<file path="config.mk">
export PLATFORM = sky130hd
export DESIGN_NAME = rdmux_or
export DESIGN_NICKNAME = d
export VERILOG_FILES = /design/src/rtl/rdmux_pkg.sv /design/src/rtl/rdmux_ctrl.sv /design/src/rtl/rdmux_data.sv /design/src/rtl/rdmux_or.sv
export SDC_FILE = /design/constraint.sdc
export NUM_CORES = 1
export LEC_CHECK = 0
export ABC_AREA = 1
export BUFFER_PORTS_ARGS = -buffer_cell sky130_fd_sc_hd__buf_2
export CORE_UTILIZATION = 44
export CTS_CLUSTER_DIAMETER = 150
export DETAILED_ROUTE_END_ITERATION = 6
export GPL_TIMING_DRIVEN = 1
export PLACE_DENSITY = 0.78
export SYNTH_ARGS = -nofsm -noshare
export SYNTH_HDL_FRONTEND = slang
export SYNTH_SLANG_ARGS = --single-unit
</file>
<file path="constraint.sdc">
create_clock -name clk -period 1.2 [get_ports clk]
set_clock_uncertainty 0.1 [all_clocks]
set_input_delay 0.24 -clock clk [delete_from_list [all_inputs] [get_ports clk]]
set_output_delay 0.24 -clock clk [all_outputs]
set_load 0.05 [all_outputs]
</file>
<file path="src/rtl/rdmux_pkg.sv">
package rdmux_pkg;

  typedef struct packed {
    logic qual;  // request qualifies the strobes this cycle
    logic ack;   // response is presented this cycle
  } rdCtl_t;

  // Largest integer whose square does not exceed n.
  function automatic int isqrt(input int n);
    int r;
    r = 1;
    for (int k = 1; k <= n; k++) begin
      if (k * k <= n) r = k;
    end
    return r;
  endfunction

endpackage

</file>
<file path="src/rtl/rdmux_ctrl.sv">
module rdmux_ctrl
  import rdmux_pkg::*;
#(
  parameter int PIPE = 1
) (
  input  logic   clk,
  input  logic   rstN,
  input  logic   rdReq,
  output rdCtl_t ctl,
  output logic   rdAck
);

  logic ackNow;

  generate
    if (PIPE != 0) begin : g_seq
      logic reqQ;
      always_ff @(posedge clk or negedge rstN) begin
        if (!rstN) reqQ <= 1'b0;
        else       reqQ <= rdReq;
      end
      assign ackNow = reqQ;
    end else begin : g_comb
      assign ackNow = rdReq;
    end
  endgenerate

  assign ctl.qual = rdReq;
  assign ctl.ack  = ackNow;
  assign rdAck    = ackNow;

endmodule

</file>
<file path="src/rtl/rdmux_data.sv">
module rdmux_data
  import rdmux_pkg::*;
#(
  parameter int NUM_REGS = 8,
  parameter int DATA_W   = 16,
  parameter int PIPE     = 1
) (
  input  logic                       clk,
  input  logic                       rstN,
  input  rdCtl_t                     ctl,
  input  logic [NUM_REGS-1:0]        rdStrb,
  input  logic [NUM_REGS*DATA_W-1:0] regVals,
  output logic [DATA_W-1:0]          rdData,
  output logic                       rdErr
);

  localparam int GRP  = (PIPE != 0) ? isqrt(NUM_REGS) : NUM_REGS;
  localparam int NGRP = (NUM_REGS + GRP - 1) / GRP;
  localparam int NPAD = NGRP * GRP;
  localparam int EW   = DATA_W + 1;  // data plus hit bit

  logic [EW-1:0] entry [NPAD];
  logic [EW-1:0] part  [NGRP];
  logic [EW-1:0] stage [NGRP];
  logic [EW-1:0] fin;

  // Strobe-masked entries; the top bit marks a hit.
  generate
    for (genvar i = 0; i < NPAD; i++) begin : g_entry
      if (i < NUM_REGS) begin : g_real
        assign entry[i] = {EW{ctl.qual & rdStrb[i]}}
                        & {1'b1, regVals[i*DATA_W +: DATA_W]};
      end else begin : g_pad
        assign entry[i] = '0;
      end
    end
  endgenerate

  // First-level OR over each group.
  generate
    for (genvar g = 0; g < NGRP; g++) begin : g_part
      always_comb begin
        part[g] = '0;
        for (int k = 0; k < GRP; k++) part[g] = part[g] | entry[g*GRP + k];
      end
    end
  endgenerate

  // Optional register between the two OR levels.
  generate
    for (genvar g = 0; g < NGRP; g++) begin : g_stage
      if (PIPE != 0) begin : g_reg
        always_ff @(posedge clk or negedge rstN) begin
          if (!rstN) stage[g] <= '0;
          else       stage[g] <= part[g];
        end
      end else begin : g_wire
        assign stage[g] = part[g];
      end
    end
  endgenerate

  // Second-level OR across groups.
  always_comb begin
    fin = '0;
    for (int g = 0; g < NGRP; g++) fin = fin | stage[g];
  end

  assign rdData = fin[DATA_W-1:0] & {DATA_W{ctl.ack}};
  assign rdErr  = ctl.ack & ~fin[DATA_W];

endmodule

</file>
<file path="src/rtl/rdmux_or.sv">
module rdmux_or
  import rdmux_pkg::*;
#(
  parameter int NUM_REGS = 8,
  parameter int DATA_W   = 16,
  parameter int PIPE     = 1
) (
  input  logic                       clk,
  input  logic                       rstN,
  input  logic                       rdReq,
  input  logic [NUM_REGS-1:0]        rdStrb,
  input  logic [NUM_REGS*DATA_W-1:0] regVals,
  output logic                       rdAck,
  output logic [DATA_W-1:0]          rdData,
  output logic                       rdErr
);

  rdCtl_t ctl;

  rdmux_ctrl #(.PIPE(PIPE)) u_ctrl (
    .clk   (clk),
    .rstN  (rstN),
    .rdReq (rdReq),
    .ctl   (ctl),
    .rdAck (rdAck)
  );

  rdmux_data #(.NUM_REGS(NUM_REGS), .DATA_W(DATA_W), .PIPE(PIPE)) u_data (
    .clk     (clk),
    .rstN    (rstN),
    .ctl     (ctl),
    .rdStrb  (rdStrb),
    .regVals (regVals),
    .rdData  (rdData),
    .rdErr   (rdErr)
  );

endmodule

</file>
# Word-level counts from Yosys, hierarchy flattened
# Index checks and enable logic that the tools add are counted.
# totals
reg_bits	69
latchBits	0
ram_bits	0
romBits	0
input_bits	139
out_inout_bits	18
word_cells	31
mem_count	0
# op_classes
add_sub_neg	0
mul	0
div_mod_pow	0
n_lt_le_gt_ge	0
n_eq_ne	0
shifts	0
n_mux	0
bitwise_logic	26
n_reduce_logical	0
# op_table
op	n
17-bit bitwise AND	8
17-bit OR	7
16-bit bitwise AND	1
1-bit bitwise AND	9
1-bit inverter	1

# Depth between registers and ports, before layout
# Gate-level depths: netlist of run 1.
# depth
word_depth	5
depth_mapped	6
depth_no_buf	4

# Cells and area by module
# From an unflattened synthesis of run 1, not the netlist that was laid out.
# unflattened
hier_cells	347
area_unflattened_um2	2849.0
# modules_own_cells
module	instances	cells_each	area_per_inst_um2	seq_area_each_um2
rdmux_data	1	344	2808.9	1701.6
rdmux_ctrl	1	3	40.0	25.0

# Least setup slack after synthesis of run 1
# No wires, ideal clock.
# synth_path
kind	reg-to-output
start	register u_ctrl.g_seq.reqQ (netlist: u_ctrl.rdAck)
end	output port rdData[10]
t_arrival_ps	1884
required_time_ps	860
setup_slack_ps	-1024
path_stages_with_launch	4
path_buffers	1
cell_sequence	dfrtp_1 -> clkinv_1 -> buf_2 -> a21oi_1
# synth_between
elab_chain_len	1
# synth_rtl
element	line	rtl
from (decl)	rdmux_ctrl.sv:17	logic reqQ;
from (signal assigned)	rdmux_ctrl.sv:20	else reqQ <= rdReq;
16-bit bitwise AND	rdmux_data.sv:69	assign rdData = fin[DATA_W-1:0] & {DATA_W{ctl.ack}};
to (decl)	rdmux_or.sv:14	output logic [DATA_W-1:0] rdData,
# Every way passes these cells.

# Final worst setup path of run 1
# layout_path
start	register u_ctrl.g_seq.reqQ (netlist: u_ctrl.rdAck)
end	output port rdData[4]
# Same word-level chain as after synthesis.

==> metrics, run 1 <==
Req. time, crit path=0.86 ns; top post-synthesis cells by area=dfrtp_1 61%, nand2_1 27%, nor2_1 4.5%; Bufs and invs on worst path=3; input/output buffers=roughly 160; CP endpoint=rdData[4]; FF/Latch Area=approximately 1700 sq um; slowest stage delay, CP=0.39 ns; Pins Over Slew Limit=0; synthesized area=about 2800 sq um; Ys Warns=0; post-route cell area=between 4000 and 5000 sq um; kind of critical path=register to primary output; CP top delay family=buffers and inverters; final std cells w/o fill=620; Initial Utilization=0.4686; slowest CP cell=dfrtp_2; die height=between 80 and 90 um; placed cell areas=3874 sq um; Worst Hold Depth=3; Die Wd=between 80 and 90 um; First-pass DRT Iterations=6; Critical Path, Cell by Cell=clkinv_4, buf_12, a21oi_2, buf_6; flops & latches, synth=69; failing checks=setup timing; I/O pin count=157; Clk pin slew, worst setup/hold paths=about 0.060 ns; Hold Slack=approximately 0.013 ns; worst setup margin=-0.4387 ns; max cap viols=0; largest net degree at the start of global routing=70; Slew @ Worst Pin=0.3509 ns; total track usage=0.2536; clk buf depth=2; Final min period=about 1.6 ns; Worst Setup End Kind=primary output; Max Clock Freq=between 0.6 and 0.7 GHz; CTS root buf=clkbuf_8; startpoint class of the critical path=register; Critical Path AT=1.30 ns; RSZ-0062 raised after global routing=yes; Hold Path Class=primary input to register; setup TNS=-7.025 ns; DRC=0; dpl hpwl=roughly 5600 um; CTS tree=done; area taken by multi-input logic gates=around 1200 sq um; WL final=between 8000 and 9000 um; GPL Wtd Cong=0.7628; pwr dens=1194 nW/um^2; final critical-path share of the clock period=1.366; sequential share of the synthesized area=0.6079; DIE AREA=~6800 sq um; TritonCTS Buffers=9; syn_area_per_cell=8.233 sq um; dominant cell type by area after synthesis=dfrtp_1; worst-path fanout max=14; area fraction of the dominant cell type after synthesis=0.6079; global-route wire length before repair=roughly 12,000 um; total gr overflow=0; Syn Nets=around 480; synthesis-to-layout area growth=58.24%; drt wl/cell=13.20 um; # H-tree levels=3; outcome=finished with violations; beginning of the critical path=u_ctrl.rdAck$_DFF_PN0_; post-layout util=0.7415; # fillers=404; Lkg Pwr=around 0.0025 uW; layout cells sized above 1=0.3872; diodes inserted=0; Iter 0 DRT Violations=a little over 90; number of antenna violations at the first check in global routing=0; Setup-failing EPs final=18; # placed instances=about 580; Worst path depth=4; relative slew slack=0.7661; vias in the first global route=around 2,700; Post-Syn Instances=345; VDD IR-drop max=~0.7 mV; Placeable Area=between 6000 and 7000 sq um; FP Rows=28; vias=slightly below 3,000; # clock sinks=just under 70; DR vias/cell=4.674; final hold violation count=0; nets@finish=679; Netlist cell types=13; ANT nets after route=0
-- metrics by stage --
stage / setup WS, ns / power (uW)
after CTS: -0.4256 / 5366
after floorplan: -0.3168 / 3139
after global placement: -0.1571 / 3565
final: -0.4387 / 5368
after global routing: -0.4942 / 5625
after detailed placement: -0.1668 / 3582
-- cell families (layout without fill, tap and decap cells) --
group	count (synthesis)	count (layout)	synth area share
and+or+nand+nor	240	240	0.3216
DFF	69	69	0.6079
buffers and inverters	20	220	0.04229
AOI/OAI and AO/OA	16	16	0.02819
-- registers in the layout (all words and copies together), names as in the netlist --
register / count
u_ctrl.rdAck: 1
u_data.stage: 68
-- routing by layer --
layer	GRT usage	up-vias	share of wire
li1	-	1430	-
met1	0.2837	1303	0.40
met2	0.4554	151	0.50
met3	0.07363	14	0.075
met4	0.09298	0	0.024
met5	0	-	0
-- cell usage after synthesis --
cell type	count
inv_1	1
clkbuf_8	1
buf_2	1
buf_4	7
a21oi_1	16
dfrtp_1	69
inv_2	8
clkinv_1	1
buf_6	1
nand2_1	201
nor2_1	34
nand2_2	4
or2_2	1
-- cell type report --
type                            instances  share of cell area
Timing Repair Buffer                  194              0.2870
Multi-Input combinational cell        256              0.2600
Sequential cell                        69              0.3845
Clock inverter                          1            0.001114
Clock buffer                           15             0.03703
Tap cell                               75             0.02088
Inverter                               10            0.009465
-- layout by cell type (no fill, tap or decap) --
master         netlist  layout
clkbuf_8             1      11
buf_8                0       4
nand2_1            201     201
clkinv_4             0       1
nor2_4               0       1
dfrtp_2              0       1
buf_12               0       2
buf_2                1     138
nor2_1              34      33
inv_1                1       1
clkinv_2             0       1
or2_4                0       1
buf_4                7       8
inv_2                8       8
clkbuf_1             0       4
a21oi_4              0      14
nand2_2              4       4
a21oi_2              0       2
dlygate4sd3_1        0      27
dfrtp_1             69      68
buf_6                1      15
-- power breakdown --
group	switching [uW]	internal (uW)
clock	770	865
combinational	690	520
sequential	43.1	2480
total	1500	3860
-- repair_timing --
action	CTS	global route
hold buffers	25	2
gates resized for setup	37	9
endpoints found under the setup margin	18	18
setup buffers	1	1
endpoints found under the hold margin	89	2
pin swaps	1	0
-- how the worst min path moves through the flow --
stage / startpoint / endpoint / slack (ns)
final: regVals[126] / u_data.stage[14]$_DFF_PN0_ / 0.01
after floorplan: rstN / u_ctrl.rdAck$_DFF_PN0_ / -0.16
after global routing: regVals[122] / u_data.stage[10]$_DFF_PN0_ / -0.001
after CTS: regVals[126] / u_data.stage[14]$_DFF_PN0_ / 0.0002
after global placement: rstN / u_data.stage[42]$_DFF_PN0_ / 0.18
after detailed placement: rstN / u_data.stage[42]$_DFF_PN0_ / 0.18
(Power assumes the default switching activity.)
==> inputs of run 2 (changes only) <==
--- a/config.mk
+++ b/config.mk
@@ -7,6 +7,7 @@
 export LEC_CHECK = 0
 export ABC_AREA = 1
 export BUFFER_PORTS_ARGS = -buffer_cell sky130_fd_sc_hd__buf_2
+export CORE_MARGIN = 5
 export CORE_UTILIZATION = 44
 export CTS_CLUSTER_DIAMETER = 150
 export DETAILED_ROUTE_END_ITERATION = 6
==> metrics, run 2 (synthesis gave the netlist of run 1 again) <==
outcome=finished with violations; failing checks=setup timing; DP Worst Slack=-0.1753 ns (-0.008483 ns); setup repair bufs after CTS=0 (-1); First-pass DRT Iterations=5 (-1); Setup-failing EPs final=18 (unchanged); CTS root buf=clkbuf_8; drt wl/cell=16.01 um (+21%); post-route cell area=4942 sq um (+10%); ANT nets after route=0 (unchanged); vias=3,222 (+11%); die height=90.35 um (+9.7%); synthesis-to-layout area growth=74.01%; Hold Path Class=primary input to register; pwr dens=1232 nW/um^2 (+3.2%); # clock sinks=69 (unchanged); vias in the first global route=3,542 (+30%); FP Rows=29 (+3.6%); nets@finish=717 (+5.6%); final std cells w/o fill=660 (+6.5%); layout cells sized above 1=0.3602 (-0.02695); input/output buffers=156 (unchanged); commonest non-fill, non-tap cell in the layout=nand2_1; Pins Over Slew Limit=0 (unchanged); final hold violation count=0 (unchanged); number of flip-flops under the largest register name=68 (unchanged); Max Clock Freq=0.6169 GHz (+1.1%); max cap viols=0 (unchanged); total track usage=0.2661 (+0.01249); Initial Utilization=0.4499 (-0.01876); DIE AREA=8162 sq um (+20%); largest net degree at the start of global routing=70 (unchanged); Critical Path AT=1.28 ns (-0.02 ns); global-route wire length before repair=17,220 um (+42%); DR vias/cell=4.882 (+4.4%); final critical-path share of the clock period=1.351 (-0.01483); # H-tree levels=3 (unchanged); Final min period=1.621 ns (-0.01780 ns); placed cell areas=3869 sq um (-0.13%); largest reg by FF count=u_data.stage; # fillers=368 (-8.9%); GPL Wtd Cong=0.8512 (+12%); Hold Slack=0.01376 ns (+0.0005665 ns); DRC=0 (unchanged); worst-path fanout max=11 (-3); relative slew slack=0.7465 (-0.01958); number of antenna violations at the first check in global routing=0 (unchanged); Worst Setup End Kind=primary output; # placed instances=576 (+0.17%); Die Wd=90.35 um (+9.7%); diodes inserted=0 (unchanged); CTS tree=done; WL final=10,570 um (+29%); I/O pin count=157 (unchanged); startpoint class of the critical path=register; VDD IR-drop max=0.9358 mV (+30%); commonest non-fill, non-tap cells in the layout=201 x nand2_1, 138 x buf_2, 68 x dlygate4sd3_1, 68 x dfrtp_1, 33 x nor2_1; total gr overflow=0 (unchanged); clk buf depth=2 (unchanged); worst setup margin=-0.4209 ns (+0.01780 ns); TritonCTS Buffers=9 (unchanged); Req. time, crit path=0.86 ns (about the same); setup TNS=-6.925 ns (+0.09927 ns); RSZ-0062 raised after global routing=yes; Placeable Area=6314 sq um (+4.2%); dpl hpwl=6238 um (+11%); Iter 0 DRT Violations=141 (+55%); Lkg Pwr=0.002734 uW (+7.3%); kind of critical path=register to primary output; Clk pin slew, worst setup/hold paths=0.07 ns (about the same); Slew @ Worst Pin=0.3797 ns (+0.02881 ns)
run 2: metal layers:
metal / share of wire / GRT usage / vias to the layer above
met5: 0 / 0 / -
met4: 0.039 / 0.1352 / 0
met3: 0.10 / 0.08250 / 30
met2: 0.48 / 0.4378 / 201
met1: 0.38 / 0.3125 / 1491
li1: - / - / 1500
run 2: repair_timing:
action                                  in CTS  in global routing
endpoints found under the setup margin      18                 18
gates resized for setup                     39                  4
hold buffers                                68                  0
pin swaps                                    1                  1
endpoints found under the hold margin      113                  0
run 2: power breakdown:
group | leakage, uW | internal [uW] | switching, uW
combinational | 0.00173 | 589 | 734
sequential | 0.000888 | 2480 | 45.7
clock | 0.000121 | 1440 | 805
run 2: critical path, stage by stage (launching register included):
cell	delay [ns]
dfrtp_2	0.39
clkinv_4	0.07
buf_12	0.16
a21oi_4	0.14
buf_6	0.18
run 2: final timing paths:
kind,startpoint,to,slack [ns],cells past startpoint
max,u_ctrl.rdAck$_DFF_PN0_,rdData[11],-0.42,4
min,regVals[117],u_data.stage[5]$_DFF_PN0_,0.01,3
max in group asynchronous,rstN,u_ctrl.rdAck$_DFF_PN0_,0.32,3
min in group asynchronous,rstN,u_data.stage[60]$_DFF_PN0_,0.35,3
run 2: final cells by class:
| type | instances | area, sq um | share of cell area |
|---|---|---|---|
| inverter | 10 | 42.54 | 0.008608 |
| sequential | 69 | 1728 | 0.3496 |
| clock inverter | 4 | 95.09 | 0.01924 |
| timing repair buffer | 232 | 1667 | 0.3372 |
| tap | 77 | 96.34 | 0.01949 |
| multi-input combinational | 256 | 1169 | 0.2365 |
| clock buffer | 12 | 145.1 | 0.02937 |
run 2: stage by stage:
step | util | total power, uW
after floorplan | - | 3139
after detailed placement | 0.6128 | 3577
final | 0.7828 | 6090
after global placement | 0.6128 | 3556
after global routing | 0.7828 | 6347
after CTS | 0.7786 | 6077
==> inputs of run 3 (changes only) <==
--- a/config.mk
+++ b/config.mk
@@ -8,11 +8,11 @@
 export ABC_AREA = 1
 export BUFFER_PORTS_ARGS = -buffer_cell sky130_fd_sc_hd__buf_2
 export CORE_MARGIN = 5
-export CORE_UTILIZATION = 44
+export CORE_UTILIZATION = 43
 export CTS_CLUSTER_DIAMETER = 150
 export DETAILED_ROUTE_END_ITERATION = 6
 export GPL_TIMING_DRIVEN = 1
-export PLACE_DENSITY = 0.78
+export PLACE_DENSITY = 0.77
 export SYNTH_ARGS = -nofsm -noshare
 export SYNTH_HDL_FRONTEND = slang
 export SYNTH_SLANG_ARGS = --single-unit
==> metrics, run 3 (synthesis gave the netlist of run 1 again) <==
number of flip-flops under the largest register name=68 (unchanged); WL final=9284 um (-12%); diodes inserted=0 (unchanged); # H-tree levels=3 (unchanged); sequential share of power=0.477 (+0.062); DRC=0 (unchanged); Slew @ Worst Pin=0.3173 ns (-0.06244 ns); input/output buffers=156 (unchanged); relative slew slack=0.7882 (+0.04169); largest reg by FF count=u_data.stage; Iter 0 DRT Violations=116 (-18%); slowest CP cell=dfrtp_2; kind of critical path=register to primary output; Setup-failing EPs final=18 (unchanged); Req. time, crit path=0.86 ns (about the same); Critical Path, Cell by Cell=clkinv_4, buf_12, a21oi_4, buf_8; dpl hpwl=6361 um (+2.0%); total track usage=0.2253 (-0.04082); FP Rows=29 (unchanged); post-route cell area=4613 sq um (-6.7%); Gate power share=0.235 (+0.018); total gr overflow=0 (unchanged); DIE AREA=8330 sq um (+2.1%); Sw Ratio=0.2906 (+0.03037); Hold Path Class=primary input to register; die height=91.27 um (+1.0%); Psw=1539 uW (-2.9%); setup TNS=-7.061 ns (-0.1357 ns); VDD IR-drop max=0.8642 mV (-7.7%); GPL Wtd Cong=0.8052 (-5.4%); Pint=3757 uW (-17%); commonest non-fill, non-tap cells in the layout=201 x nand2_1, 138 x buf_2, 68 x dfrtp_1, 38 x dlygate4sd3_1, 33 x nor2_1; First-pass DRT Iterations=4 (-1); Placeable Area=6386 sq um (+1.1%); vias=2,956 (-8.3%); Lkg Pwr=0.002593 uW (-5.2%); worst-path fanout max=11 (unchanged); slowest stage delay, CP=0.40 ns (about the same); Clk pin slew, worst setup/hold paths=0.07 ns (about the same); number of antenna violations at the first check in global routing=0 (unchanged); Die Wd=91.27 um (+1.0%); outcome=finished with violations; Max Clock Freq=0.6233 GHz (+1.0%); layout cells sized above 1=0.3831 (+0.02289); CTS tree=done; failing checks=setup timing; vias in the first global route=3,074 (-13%); CTS root buf=clkbuf_8; final hold violation count=0 (unchanged); DR vias/cell=4.670 (-4.3%); RSZ-0062 raised after global routing=yes; nets@finish=690 (-3.8%); # placed instances=577 (+0.17%); Initial Utilization=0.4447 (-0.005112); CP top delay family=flip-flops; I/O pin count=157 (unchanged); final critical-path share of the clock period=1.337 (-0.01384); ANT nets after route=0 (unchanged); drt wl/cell=14.67 um (-8.4%); Critical Path AT=1.26 ns (-0.02 ns); commonest non-fill, non-tap cell in the layout=nand2_1; global-route wire length before repair=14,620 um (-15%); largest net degree at the start of global routing=49 (-30%); Bufs and invs on worst path=3 (unchanged); pwr dens=1148 nW/um^2 (-6.8%); Final min period=1.604 ns (-0.01660 ns); final std cells w/o fill=633 (-4.1%); Pins Over Slew Limit=0 (unchanged); Clk pwr share=0.288 (-0.080); post-layout util=0.7224 (-0.06042); startpoint class of the critical path=register; max cap viols=0 (unchanged); placed cell areas=3876 sq um (+0.19%); worst setup margin=-0.4043 ns (+0.01661 ns); Worst Setup End Kind=primary output; synthesis-to-layout area growth=62.42%; clk buf depth=2 (unchanged); TritonCTS Buffers=9 (unchanged); # clock sinks=69 (unchanged); total power draw=5296 uW (-13%)
run 3: changes by cell type in the layout (fill, tap and decap cells not counted), sizes merged:
cell / before / now
dlygate4sd3: 68 / 38
buf: 164 / 167
bufinv: 3 / 0
clkinv: 2 / 5
clkbuf: 12 / 11
clkinvlp: 0 / 1
run 3: through the flow:
step / hold WS [ns] / setup slack (ns)
6_report: 0.009171 / -0.4043
5_1_grt: 0.0005062 / -0.4664
4_1_cts: 0.00003819 / -0.4238
3_5_place_dp: 0.1547 / -0.1754
3_3_place_gp: 0.1587 / -0.1526
2_1_floorplan: -0.1556 / -0.3168
run 3: layout make-up:
| cell class | instances | area [sq um] |
|---|---|---|
| repair buffers | 205 | 1404 |
| clock buffers | 11 | 131.4 |
| inverters | 10 | 42.54 |
| clock inverters | 5 | 27.53 |
| well taps | 77 | 96.34 |
| fillers | 456 | 1773 |
| flip-flops and latches | 69 | 1728 |
| multi-input cells | 256 | 1184 |
run 3: path summary, 6_finish.rpt:
kind,from,end,depth (start not counted)
worst max-delay path,u_ctrl.rdAck$_DFF_PN0_,rdData[4],4
worst min-delay path,regVals[93],u_data.stage[30]$_DFF_PN0_,3
max in group asynchronous,rstN,u_ctrl.rdAck$_DFF_PN0_,3
min in group asynchronous,rstN,u_data.stage[29]$_DFF_PN0_,3
run 3: layer usage:
metal,share of wire,GRT usage
met1,0.38,0.2583
met2,0.51,0.3930
met3,0.089,0.06198
met4,0.027,0.09658
met5,0,0
run 3: timing repair:
action                                 4_1_cts  5_1_grt
endpoints found under the hold margin       95        1
cloned                                       0        0
setup endpoints to repair                   18       18
hold buffers                                37        1
pin swaps                                    1        1
resized for setup                           47        2
buffers inserted                             1        1
run 3: power groups by stage:
stage                     logic [uW]  clock network (uW)  registers (uW)
after CTS                       1230                1570            2520
after global placement          1000                   0            2560
after detailed placement        1020                   0            2570
final                           1240                1530            2530
after floorplan                  577                   0            2560
after global routing            1340                1690            2540
